===== src/rtl/hpb_pkg.sv =====
package hpb_pkg;

    parameter int HPB_ADDR_W = 15;
    parameter int HPB_DATA_W = 16;
    localparam int HPB_BYTE_W = HPB_DATA_W / 2;

    typedef logic [HPB_ADDR_W-1:0] haddr_t;
    typedef logic [HPB_DATA_W-1:0] hword_t;
    typedef logic [HPB_BYTE_W-1:0] hbyte_t;

    // one host access, valid for the single cycle its strobe begins
    typedef struct packed {
        logic   valid;
        logic   is_rd;
        logic   lane;
        haddr_t addr;
    } hacc_t;

    typedef enum logic [1:0] {
        RS_IDLE,
        RS_FETCH,
        RS_PREF,
        RS_PFWAIT
    } rd_state_e;

    function automatic hbyte_t lead_byte(input hword_t w, input logic big);
        return big ? w[HPB_DATA_W-1:HPB_BYTE_W] : w[HPB_BYTE_W-1:0];
    endfunction

    function automatic hbyte_t tail_byte(input hword_t w, input logic big);
        return big ? w[HPB_BYTE_W-1:0] : w[HPB_DATA_W-1:HPB_BYTE_W];
    endfunction

    function automatic hword_t join_bytes(input hbyte_t lead, input hbyte_t tail,
                                          input logic big);
        return big ? {lead, tail} : {tail, lead};
    endfunction

endpackage


===== src/rtl/hpb_strobe_decode.sv =====
module hpb_strobe_decode
    import hpb_pkg::*;
(
    input  logic   clk,
    input  logic   rst,
    input  logic   cfg_sep_strobe,
    input  logic   host_ce_n,
    input  logic   host_sel_n,
    input  logic   host_stb_n,
    input  haddr_t host_addr,
    input  logic   host_lane,
    output logic   rd_now,
    output hacc_t  acc
);

    logic sel_rd;
    logic sel_wr;
    logic busy;
    logic busy_q;

    always_comb begin
        if (cfg_sep_strobe) begin
            sel_rd = !host_ce_n && !host_stb_n;
            sel_wr = !host_ce_n && !host_sel_n && host_stb_n;
        end else begin
            sel_rd = !host_ce_n && !host_stb_n && host_sel_n;
            sel_wr = !host_ce_n && !host_stb_n && !host_sel_n;
        end
        busy = sel_rd || sel_wr;
    end

    always_ff @(posedge clk) begin
        if (rst) busy_q <= 1'b0;
        else     busy_q <= busy;
    end

    assign rd_now    = sel_rd;
    assign acc.valid = busy && !busy_q;
    assign acc.is_rd = sel_rd;
    assign acc.lane  = host_lane;
    assign acc.addr  = host_addr;


    one_start_chk: assert property (@(posedge clk) disable iff (rst)
        acc.valid |=> !acc.valid);

endmodule


===== src/rtl/hpb_read_engine.sv =====
module hpb_read_engine
    import hpb_pkg::*;
(
    input  logic   clk,
    input  logic   rst,
    input  logic   cfg_wide,
    input  hacc_t  acc,
    input  hword_t mem_rdata,
    output logic   rd_req,
    output haddr_t rd_addr,
    output logic   wait_int,
    output hword_t rd_word
);

    rd_state_e state;
    haddr_t    cur_addr;
    haddr_t    pf_addr;
    hword_t    pf_word;
    logic      pf_valid;

    logic word_rd;
    logic seq_hit;
    logic fetch;
    logic any_wr;

    always_comb begin
        word_rd  = acc.valid && acc.is_rd && (cfg_wide || !acc.lane);
        seq_hit  = word_rd && pf_valid && (acc.addr == pf_addr);
        fetch    = word_rd && !seq_hit;
        any_wr   = acc.valid && !acc.is_rd;
        wait_int = fetch || (state == RS_FETCH);
        rd_req   = 1'b0;
        rd_addr  = acc.addr;
        if (fetch) begin
            rd_req = 1'b1;
        end else if (state == RS_PREF && !any_wr) begin
            rd_req  = 1'b1;
            rd_addr = cur_addr + haddr_t'(1);
        end
    end

    always_ff @(posedge clk) begin
        if (rst) begin
            state    <= RS_IDLE;
            cur_addr <= '0;
            pf_addr  <= '0;
            pf_word  <= '0;
            pf_valid <= 1'b0;
            rd_word  <= '0;
        end else if (fetch) begin
            state    <= RS_FETCH;
            cur_addr <= acc.addr;
            pf_valid <= 1'b0;
        end else if (seq_hit) begin
            state    <= RS_PREF;
            cur_addr <= acc.addr;
            rd_word  <= pf_word;
            pf_valid <= 1'b0;
        end else if (any_wr) begin
            state    <= RS_IDLE;
            pf_valid <= 1'b0;
        end else begin
            case (state)
                RS_FETCH: begin
                    rd_word <= mem_rdata;
                    state   <= RS_PREF;
                end
                RS_PREF:   state <= RS_PFWAIT;
                RS_PFWAIT: begin
                    pf_word  <= mem_rdata;
                    pf_addr  <= cur_addr + haddr_t'(1);
                    pf_valid <= 1'b1;
                    state    <= RS_IDLE;
                end
                default:   state <= RS_IDLE;
            endcase
        end
    end


    seq_no_wait_chk: assert property (@(posedge clk) disable iff (rst)
        seq_hit |-> !wait_int);


    write_kills_pf_chk: assert property (@(posedge clk) disable iff (rst)
        any_wr |=> !pf_valid);


    fetch_two_cycle_chk: assert property (@(posedge clk) disable iff (rst)
        (state == RS_FETCH) |=> (state == RS_PREF) && !wait_int);

endmodule


===== src/rtl/hpb_byte_lane.sv =====
module hpb_byte_lane
    import hpb_pkg::*;
(
    input  logic   clk,
    input  logic   rst,
    input  logic   cfg_wide,
    input  logic   cfg_big_end,
    input  hacc_t  acc,
    input  hword_t host_wdata,
    input  hword_t rd_word,
    output logic   wr_req,
    output haddr_t wr_addr,
    output hword_t wr_data,
    output hword_t rd_view
);

    hbyte_t stage;
    logic   rd_lane_q;
    logic   any_wr;
    logic   any_rd;

    assign any_wr = acc.valid && !acc.is_rd;
    assign any_rd = acc.valid && acc.is_rd;

    always_comb begin
        wr_addr = acc.addr;
        wr_req  = any_wr && (cfg_wide || acc.lane);
        wr_data = cfg_wide ? host_wdata
                           : join_bytes(stage, host_wdata[HPB_BYTE_W-1:0], cfg_big_end);
    end

    always_ff @(posedge clk) begin
        if (rst) begin
            stage     <= '0;
            rd_lane_q <= 1'b0;
        end else begin
            if (any_wr && !cfg_wide && !acc.lane) stage <= host_wdata[HPB_BYTE_W-1:0];
            if (any_rd) rd_lane_q <= acc.lane;
        end
    end

    always_comb begin
        if (cfg_wide)
            rd_view = rd_word;
        else if (rd_lane_q)
            rd_view = {{HPB_BYTE_W{1'b0}}, tail_byte(rd_word, cfg_big_end)};
        else
            rd_view = {{HPB_BYTE_W{1'b0}}, lead_byte(rd_word, cfg_big_end)};
    end


    lead_byte_held_chk: assert property (@(posedge clk) disable iff (rst)
        (any_wr && !cfg_wide && !acc.lane) |-> !wr_req);

endmodule


===== src/rtl/hpb_adapter.sv =====
module hpb_adapter
    import hpb_pkg::*;
(
    input  logic                  clk,
    input  logic                  rst,
    input  logic                  cfg_wide,
    input  logic                  cfg_big_end,
    input  logic                  cfg_sep_strobe,
    input  logic                  cfg_wait_hi,
    input  logic                  host_ce_n,
    input  logic                  host_sel_n,
    input  logic                  host_stb_n,
    input  logic [HPB_ADDR_W-1:0] host_addr,
    input  logic                  host_lane,
    input  logic [HPB_DATA_W-1:0] host_wdata,
    output logic [HPB_DATA_W-1:0] host_rdata,
    output logic                  host_rdata_en,
    output logic                  host_wait,
    output logic                  mem_req,
    output logic                  mem_we,
    output logic [HPB_ADDR_W-1:0] mem_addr,
    output logic [HPB_DATA_W-1:0] mem_wdata,
    input  logic [HPB_DATA_W-1:0] mem_rdata
);

    hacc_t  acc;
    logic   rd_now;
    logic   rd_req;
    haddr_t rd_addr;
    logic   wait_int;
    hword_t rd_word;
    logic   wr_req;
    haddr_t wr_addr;
    hword_t wr_data;
    hword_t rd_view;

    hpb_strobe_decode u_decode (
        .clk            (clk),
        .rst            (rst),
        .cfg_sep_strobe (cfg_sep_strobe),
        .host_ce_n      (host_ce_n),
        .host_sel_n     (host_sel_n),
        .host_stb_n     (host_stb_n),
        .host_addr      (host_addr),
        .host_lane      (host_lane),
        .rd_now         (rd_now),
        .acc            (acc)
    );

    hpb_read_engine u_engine (
        .clk       (clk),
        .rst       (rst),
        .cfg_wide  (cfg_wide),
        .acc       (acc),
        .mem_rdata (mem_rdata),
        .rd_req    (rd_req),
        .rd_addr   (rd_addr),
        .wait_int  (wait_int),
        .rd_word   (rd_word)
    );

    hpb_byte_lane u_lane (
        .clk         (clk),
        .rst         (rst),
        .cfg_wide    (cfg_wide),
        .cfg_big_end (cfg_big_end),
        .acc         (acc),
        .host_wdata  (host_wdata),
        .rd_word     (rd_word),
        .wr_req      (wr_req),
        .wr_addr     (wr_addr),
        .wr_data     (wr_data),
        .rd_view     (rd_view)
    );

    // writes come from a strobe start and always win the internal port
    assign mem_req   = wr_req || rd_req;
    assign mem_we    = wr_req;
    assign mem_addr  = wr_req ? wr_addr : rd_addr;
    assign mem_wdata = wr_data;

    assign host_rdata_en = rd_now;
    assign host_rdata    = rd_now ? rd_view : '0;
    assign host_wait     = cfg_wait_hi ? wait_int : !wait_int;


    rdata_en_ce_chk: assert property (@(posedge clk) disable iff (rst)
        host_rdata_en |-> !host_ce_n);


    wide_write_chk: assert property (@(posedge clk) disable iff (rst)
        (cfg_wide && acc.valid && !acc.is_rd) |->
            (mem_req && mem_we && mem_wdata == host_wdata && mem_addr == host_addr));


    tail_read_no_wait_chk: assert property (@(posedge clk) disable iff (rst)
        (!cfg_wide && acc.valid && acc.is_rd && acc.lane) |-> (host_wait != cfg_wait_hi));

endmodule


===== config.mk =====
export PLATFORM = sky130hd
export DESIGN_NAME = hpb_adapter
export DESIGN_NICKNAME = d
export VERILOG_FILES = /design/src/rtl/hpb_pkg.sv /design/src/rtl/hpb_strobe_decode.sv /design/src/rtl/hpb_read_engine.sv /design/src/rtl/hpb_byte_lane.sv /design/src/rtl/hpb_adapter.sv
export SDC_FILE = /design/constraint.sdc
export NUM_CORES = 1
export LEC_CHECK = 0
export BUFFER_PORTS_ARGS = -buffer_cell sky130_fd_sc_hd__buf_2
export CAP_MARGIN = 20
export CORE_MARGIN = 1
export CORE_UTILIZATION = 45
export DETAILED_ROUTE_END_ITERATION = 10
export MAX_ROUTING_LAYER = met4
export PLACE_DENSITY = 0.7
export RECOVER_POWER = 25
export SYNTH_ARGS = -nofsm -noshare
export SYNTH_HDL_FRONTEND = slang
export SYNTH_SLANG_ARGS = --single-unit

===== constraint.sdc =====
create_clock -name clk -period 3.6 [get_ports clk]
set_input_delay 0.36 -clock clk [delete_from_list [all_inputs] [get_ports clk]]
set_output_delay 0.36 -clock clk [all_outputs]
set_load 0.01 [all_outputs]

==> run summary, run 1 <==
outcome = finished, final reports clean
mean number of vias per cell = 5.34
area share of the leading cell type in the synthesized netlist = 37.5%
global-route congestion overflow total = 0
fraction of met3 tracks used by global routing = 2.69%
minimum period implied by the final worst setup slack = 3.00 ns
buffer type at the clock tree root = sky130_fd_sc_hd__clkbuf_8
ANT cells = 0
H-tree level count = 3
number of I/O pins = 108
wire length of the first global-routing pass = 15.7 mm
Mapped Area = 0.00400 mm^2
slowest library cell on the worst path = sky130_fd_sc_hd__clkbuf_1
cell repeated most along the worst path = sky130_fd_sc_hd__clkbuf_1
worst vdd rail ir drop = 0.156 mV
Worst Hold Margin = 0.201 ns
Port Buffers = 107
nature of the critical path endpoint = flip-flop
number of synthesized register bits = 75
Die W = 96.3 um
unrepaired setup endpoints after global routing = no
Starting Density = 46.1%
critical path startpoint category = primary input
global-route met2 utilization = 37.9%
ANT nets after route = 0
die footprint = 0.00928 mm^2
Worst Tran Pin Value = 0.985 ns
Die Y = 96.3 um
number of sinks on the clock net = 75
Max Buffers Root-to-Sink = 2
CTS tree = yes
Synth area leader = sky130_fd_sc_hd__dfxtp_1
initial antenna violation count = 0
simple-gate portion of the synthesized area = 19.9%
sequential element share of the synthesized area = 37.5%
GR Util met1 = 28.8%
HPWL after detailed placement = 7.09 mm
total of warnings raised by yosys = 0
Final Hold Vio Count = 0
final total negative setup slack = 0 ns
Top delay family on crit path = simple AND/OR/NAND/NOR gates
Post-Synth Adder-Cell Area = 1.25%
Setup Buffers After CTS = 0
proportion of synthesized area in mux cells = 16.7%
average detailed-routed wire length per instance = 14.8 um
synthesized-area fraction occupied by ao, oa, aoi and oai cells = 13.1%
largest family of logic cells by synthesized area = simple AND/OR/NAND/NOR gates
areal power density over the cells = 354 mW/mm^2
overall routing resource usage = 22.7%
Hold/Removal Path Class = in -> reg
Detailed Route Iter0 Violations = 207
achievable frequency = 0.334 GHz
number of slew-limit violations in the final report = 0
Synthesized Nets = 537
area inside the core boundary = 0.00868 mm^2
clock skew = 0.0106 ns
XOR/XNOR share of the synthesized area = 6.78%
busiest layer in global routing = met2
GPL Wtd Cong = 0.869
endpoints failing setup = 0
max-cap violations = 0
endpoint required time on the critical path = 3.84 ns
share of the clock period used by the worst path = 83.2%
Slew HR = 34.1%
mean instance size in the synthesized netlist = 8.41 um^2
clock latency on the worst-skew pair = 0.34 ns
cells traversed along the worst timing path = clkbuf_1 -> nor2b_1 -> or4b_1 -> clkbuf_1 -> or2_1 -> and3_1
Distinct cells, synth = 35
number of buffers inserted during clock tree synthesis = 9
Crit path largest cell delay = 0.71 ns
largest net degree at the start of global routing = 57
clk slew on worst S/H paths = 0.08 ns
first-pass iteration count of the detailed router = 5
Critical Setup Path Class = in -> reg
total of cells resized after clock tree synthesis = 0
area delta synth->final = 17.9%
fraction of layout cells with a size suffix above 1 = 24.0%
post-route cell area = 0.00472 mm^2
CTS Hold Bufs = 0
ranking of synthesized cells by area = sky130_fd_sc_hd__dfxtp_1, sky130_fd_sc_hd__mux2i_1, sky130_fd_sc_hd__nand2_1
vias in the first global route = 3241
cell area reported after detailed placement = 0.00458 mm^2
arrival time worst endpoint = 3.24 ns
Post-Synthesis Cells = 476
total number of vias = 3655
fin nets = 633
drt total wl = 10.1 mm
Leak Pwr = 2.08 nW
Rows = 34
CP Max Fanout = 28
total DRC errors in the routed layout = 0
CP Buf/Inv Count = 2
## placed cells by master, fill, tap and decap left out, types with 3 or more instances in the layout
cell type	Yosys	layout
sky130_fd_sc_hd__ha_1	4	4
sky130_fd_sc_hd__nand2_1	88	88
sky130_fd_sc_hd__a21oi_2	11	11
sky130_fd_sc_hd__xor2_1	10	10
sky130_fd_sc_hd__buf_4	0	7
sky130_fd_sc_hd__nand3_1	9	9
sky130_fd_sc_hd__o21ai_0	9	9
sky130_fd_sc_hd__dfxtp_1	75	75
sky130_fd_sc_hd__buf_2	8	94
sky130_fd_sc_hd__mux2i_1	42	42
sky130_fd_sc_hd__o211a_1	3	3
sky130_fd_sc_hd__nand2b_1	6	6
sky130_fd_sc_hd__nor4_1	3	3
sky130_fd_sc_hd__nor2_1	39	39
sky130_fd_sc_hd__nand4_1	5	5
sky130_fd_sc_hd__inv_1	6	6
sky130_fd_sc_hd__a21oi_1	45	45
sky130_fd_sc_hd__and3_1	11	11
sky130_fd_sc_hd__xnor2_1	21	21
sky130_fd_sc_hd__o31ai_1	16	16
sky130_fd_sc_hd__mux2_2	8	8
sky130_fd_sc_hd__nor3_1	9	9
sky130_fd_sc_hd__clkbuf_1	17	17
sky130_fd_sc_hd__clkinvlp_4	0	3
sky130_fd_sc_hd__mux2_1	14	14
sky130_fd_sc_hd__clkbuf_8	0	9
## per-layer routing
metal,vias up,share of wire [%]
met1,1696,44
li1,1821,-
met2,130,49
met5,-,0
met4,0,0.78
met3,8,6.3
## cells by family (layout without fill, tap and decap cells)
kind of cell | after synthesis | count (layout)
AO/OA/AOI/OAI | 85 | 85
XOR/XNOR | 31 | 31
adder cells (fa/ha/maj) | 4 | 4
buffers and inverters | 38 | 138
flip-flops | 75 | 75
multiplexers | 64 | 64
AND/OR/NAND/NOR | 179 | 179
## report_power, final
part           total, mW  internal, mW  leakage, nW  switching [mW]
sequential         0.861         0.846        0.606          0.0154
clock              0.570         0.250       0.0750           0.320
combinational      0.240         0.104         1.40           0.136
total               1.67          1.20         2.08           0.471
## path summary, 6_finish.rpt
check | startpoint | endpoint | slack (ns) | cells after the start
worst max-delay path | cfg_wide | u_engine.state[0]$_SDFF_PP0_ | 0.60 | 6
worst min-delay path | host_ce_n | u_decode.busy_q$_SDFF_PP0_ | 0.20 | 2
worst min register to register | u_engine.pf_word[1]$_SDFFE_PP0P_ | u_engine.pf_word[1]$_SDFFE_PP0P_ | 0.45 | 2
worst max register to register | u_decode.busy_q$_SDFF_PP0_ | u_engine.rd_word[11]$_SDFFE_PP0P_ | 1.09 | 5
## cell type report
| cell class | count | area [um^2] |
|---|---|---|
| Fill cell | 838 | 3960 |
| Inverter | 6 | 22.5 |
| Multi-Input combinational cell | 363 | 2310 |
| Clock inverter | 5 | 40.0 |
| Clock buffer | 10 | 128 |
| Timing Repair Buffer | 117 | 583 |
| Tap cell | 108 | 135 |
| Sequential cell | 75 | 1500 |
## registers in the layout, indices dropped and copies added, names as in the netlist
name	count
u_engine.pf_addr	15
u_decode.busy_q	1
u_engine.rd_word	16
u_lane.stage	8
u_engine.cur_addr	15
u_lane.rd_lane_q	1
u_engine.pf_word	16
u_engine.pf_valid	1
u_engine.state	2
## synth_stat cells (all sizes together)
cell type  instances
a211oi             1
a21oi             56
and3              11
buf               15
clkbuf            17
dfxtp             75
ha                 4
inv                6
mux2              22
mux2i             42
nand2             88
nand2b             6
nand3             10
nand3b             1
nand4              5
nor2              39
nor2b              1
nor3              10
nor4               3
o211a              3
o21ai              9
o31ai             16
or2                2
or4                2
or4b               1
xnor2             21
xor2              10
## worst register-to-register path, cell delays in order (launching register included)
cell and delay [ns]:
sky130_fd_sc_hd__dfxtp_1 0.40, sky130_fd_sc_hd__or4b_1 0.20, sky130_fd_sc_hd__clkbuf_1 0.68, sky130_fd_sc_hd__nand3_2 0.62, sky130_fd_sc_hd__mux2i_1 0.39, sky130_fd_sc_hd__a21oi_2 0.09
## through the flow
stage	util (%)	worst slack [ns]	std cells	power, mW
finish	54.4	0.604	684	1.67
global placement	52.8	0.843	669	1.12
floorplan	-	1.26	476	1.02
global route	54.4	0.314	684	1.75
detailed placement	52.8	0.813	669	1.12
CTS	54.7	0.604	684	1.69
Power figures use the tool's default switching activity.
==> inputs of run 2 (changes only) <==
- clock period: 3.6 -> 2.9 ns (I/O delays scaled with it)
==> run 2 against run 1 <==
Compared with the run above:
- the run now ends with max-capacitance violations, max-slew violations left
- global-route usage rose by 0.16 points
- worst setup slack got worse by 0.47 ns
- die area unchanged
- non-clock buffer count rose by 4
- design area is 2.7% higher
- sequential share of layout area is 0.83 points lower
- clock power up 71%
- power increased by 40%
- hold slack got worse by 0.075 ns
- register-to-register slack got worse by 0.37 ns
- wire length up 0.24%
- sequential power up 24%
- largest cell class unchanged
==> run summary, run 2 (same netlist as run 1, synthesis figures left out) <==
unrepaired setup endpoints after global routing = no
Starting Density = 46.1%
total of cells resized after clock tree synthesis = 0
clock latency on the worst-skew pair = 0.34 ns
proportion of power drawn by combinational gates = 12.8%
global-route congestion overflow total = 0
sequential share of power = 45.6%
endpoint required time on the critical path = 2.61 ns
Hold/Removal Path Class = in -> reg
nature of the critical path endpoint = output port
CTS tree = yes
worst reg2reg path endpoint = u_engine.rd_word[4]$_SDFFE_PP0P_
GPL Wtd Cong = 0.839
Leak Pwr = 2.15 nW
Worst Tran Pin Value = 2.59 ns
areal power density over the cells = 484 mW/mm^2
number of I/O pins = 108
reg-to-reg critical path startpoint = u_engine.pf_addr[4]$_SDFFE_PP0P_
total DRC errors in the routed layout = 0
max-cap violations = 1
clock skew = 0.0119 ns
sw power = 570 uW
achievable frequency = 0.362 GHz
number of slew-limit violations in the final report = 56
final setup margin = 0.137 ns
vias in the first global route = 3332
ANT nets after route = 0
non-filler cells in the finished layout = 688
number of sinks on the clock net = 75
WHS Path Cells = 2
overall routing resource usage = 22.9%
Final Hold Vio Count = 0
Worst Reg-to-Reg Cells = 7
Crit path largest cell delay = 0.56 ns
buffer type at the clock tree root = sky130_fd_sc_hd__clkbuf_8
Port Buffers = 107
largest net degree at the start of global routing = 56
Die Y = 96.3 um
Die W = 96.3 um
minimum period implied by the final worst setup slack = 2.76 ns
leading cell type in the layout, fill and taps excluded = sky130_fd_sc_hd__buf_2
Power Internal = 1.77 mW
violations in the final reports = max-capacitance violations, max-slew violations
endpoints failing setup = 0
Worst R2R Setup Slack = 0.72 ns
wire length of the first global-routing pass = 15.8 mm
cell area reported after detailed placement = 0.00463 mm^2
first-pass iteration count of the detailed router = 4
registers with the most flip-flops = u_engine.pf_word: 16 flops, u_engine.rd_word: 16 flops
number of buffers inserted during clock tree synthesis = 9
die footprint = 0.00928 mm^2
HPWL after detailed placement = 7.19 mm
cells traversed along the worst timing path = xnor2_1 -> nand4_1 -> or4_4 -> a21oi_2 -> buf_4 -> mux2_1 -> buf_2
Critical Setup Path Class = reg -> out
drt total wl = 10.1 mm
hold endpoint = u_decode.busy_q$_SDFF_PP0_
CTS Hold Bufs = 0
critical path startpoint category = flip-flop
post-route cell area = 0.00485 mm^2
H-tree level count = 3
most frequent cells in the layout = sky130_fd_sc_hd__buf_2, sky130_fd_sc_hd__nand2_1, sky130_fd_sc_hd__dfxtp_1
fraction of layout cells with a size suffix above 1 = 24.7%
area delta synth->final = 21.1%
ANT cells = 0
slowest library cell on the worst path = sky130_fd_sc_hd__or4_4
Detailed Route Iter0 Violations = 135
Rows = 34
fin nets = 637
mean number of vias per cell = 5.32
outcome = finished, violations left
CP Max Fanout = 11
Max Buffers Root-to-Sink = 2
total instance count after detailed placement = 673
initial antenna violation count = 0
arrival time worst endpoint = 2.47 ns
number of filler instances in the final layout = 813
switching part of the total = 24.3%
area inside the core boundary = 0.00868 mm^2
average detailed-routed wire length per instance = 14.7 um
total number of vias = 3661
Slew HR = -72.8%
worst vdd rail ir drop = 0.226 mV
clk slew on worst S/H paths = 0.07 ns
final total negative setup slack = 0 ns
Worst Hold Margin = 0.126 ns
Hold Startpoint = host_ce_n
worst slack at placement = 0.379 ns
Setup Buffers After CTS = 0
share of power burned in the clock network = 41.6%
share of the clock period used by the worst path = 95.3%
-- run 2: worst max path at each step --
stage	startpoint	endpoint	slack, ns	cells past startpoint
6_report	u_engine.pf_addr[4]$_SDFFE_PP0P_	mem_addr[13]	0.14	7
2_1_floorplan	u_engine.pf_addr[5]$_SDFFE_PP0P_	mem_addr[10]	0.69	6
3_3_place_gp	host_addr[4]	mem_addr[1]	0.44	8
4_1_cts	u_engine.pf_addr[4]$_SDFFE_PP0P_	mem_addr[13]	0.12	7
5_1_grt	u_engine.pf_addr[4]$_SDFFE_PP0P_	mem_addr[2]	0.03	7
3_5_place_dp	host_addr[4]	mem_addr[13]	0.38	8
-- run 2: layout make-up --
type                    count  area (um^2)  share of cell area, %
multi-input cells         363         2310                   47.7
flip-flops and latches     75         1500                   31.0
repair buffers            121          637                   13.1
clock buffers              11          141                   2.92
well taps                 108          135                   2.79
clock inverters             4         98.8                   2.04
inverters                   6         22.5                  0.465
-- run 2: routing by layer --
metal	vias to the layer above	global-route usage [%]	routed length [um]
li1	1835	-	-
met1	1684	26.9	4410
met2	131	40.0	4900
met3	11	3.71	685
met4	0	6.99	134
met5	-	-	0
-- run 2: power by group through the flow --
stage                     sequential (mW)  clock (mW)  combinational (mW)
after detailed placement             1.09           0               0.303
after CTS                            1.07       0.997               0.305
final                                1.07       0.975               0.301
after global placement               1.09           0               0.298
after floorplan                      1.09           0               0.183
after global routing                 1.07        1.04               0.333
-- run 2: critical path, delay by kind of cell, from the launching register on --
kind / cells / cell delay [ns]
mux: 1 / 0.36
xor+xnor: 1 / 0.19
flops: 1 / 0.32
simple gates: 2 / 0.71
compound gates: 1 / 0.18
buf+inv: 2 / 0.37
-- run 2: through the flow --
step,util [%],power (mW)
after floorplan,-,1.27
after global placement,53.1,1.39
after detailed placement,53.4,1.40
after CTS,56.1,2.37
after global routing,55.9,2.45
final,55.9,2.34
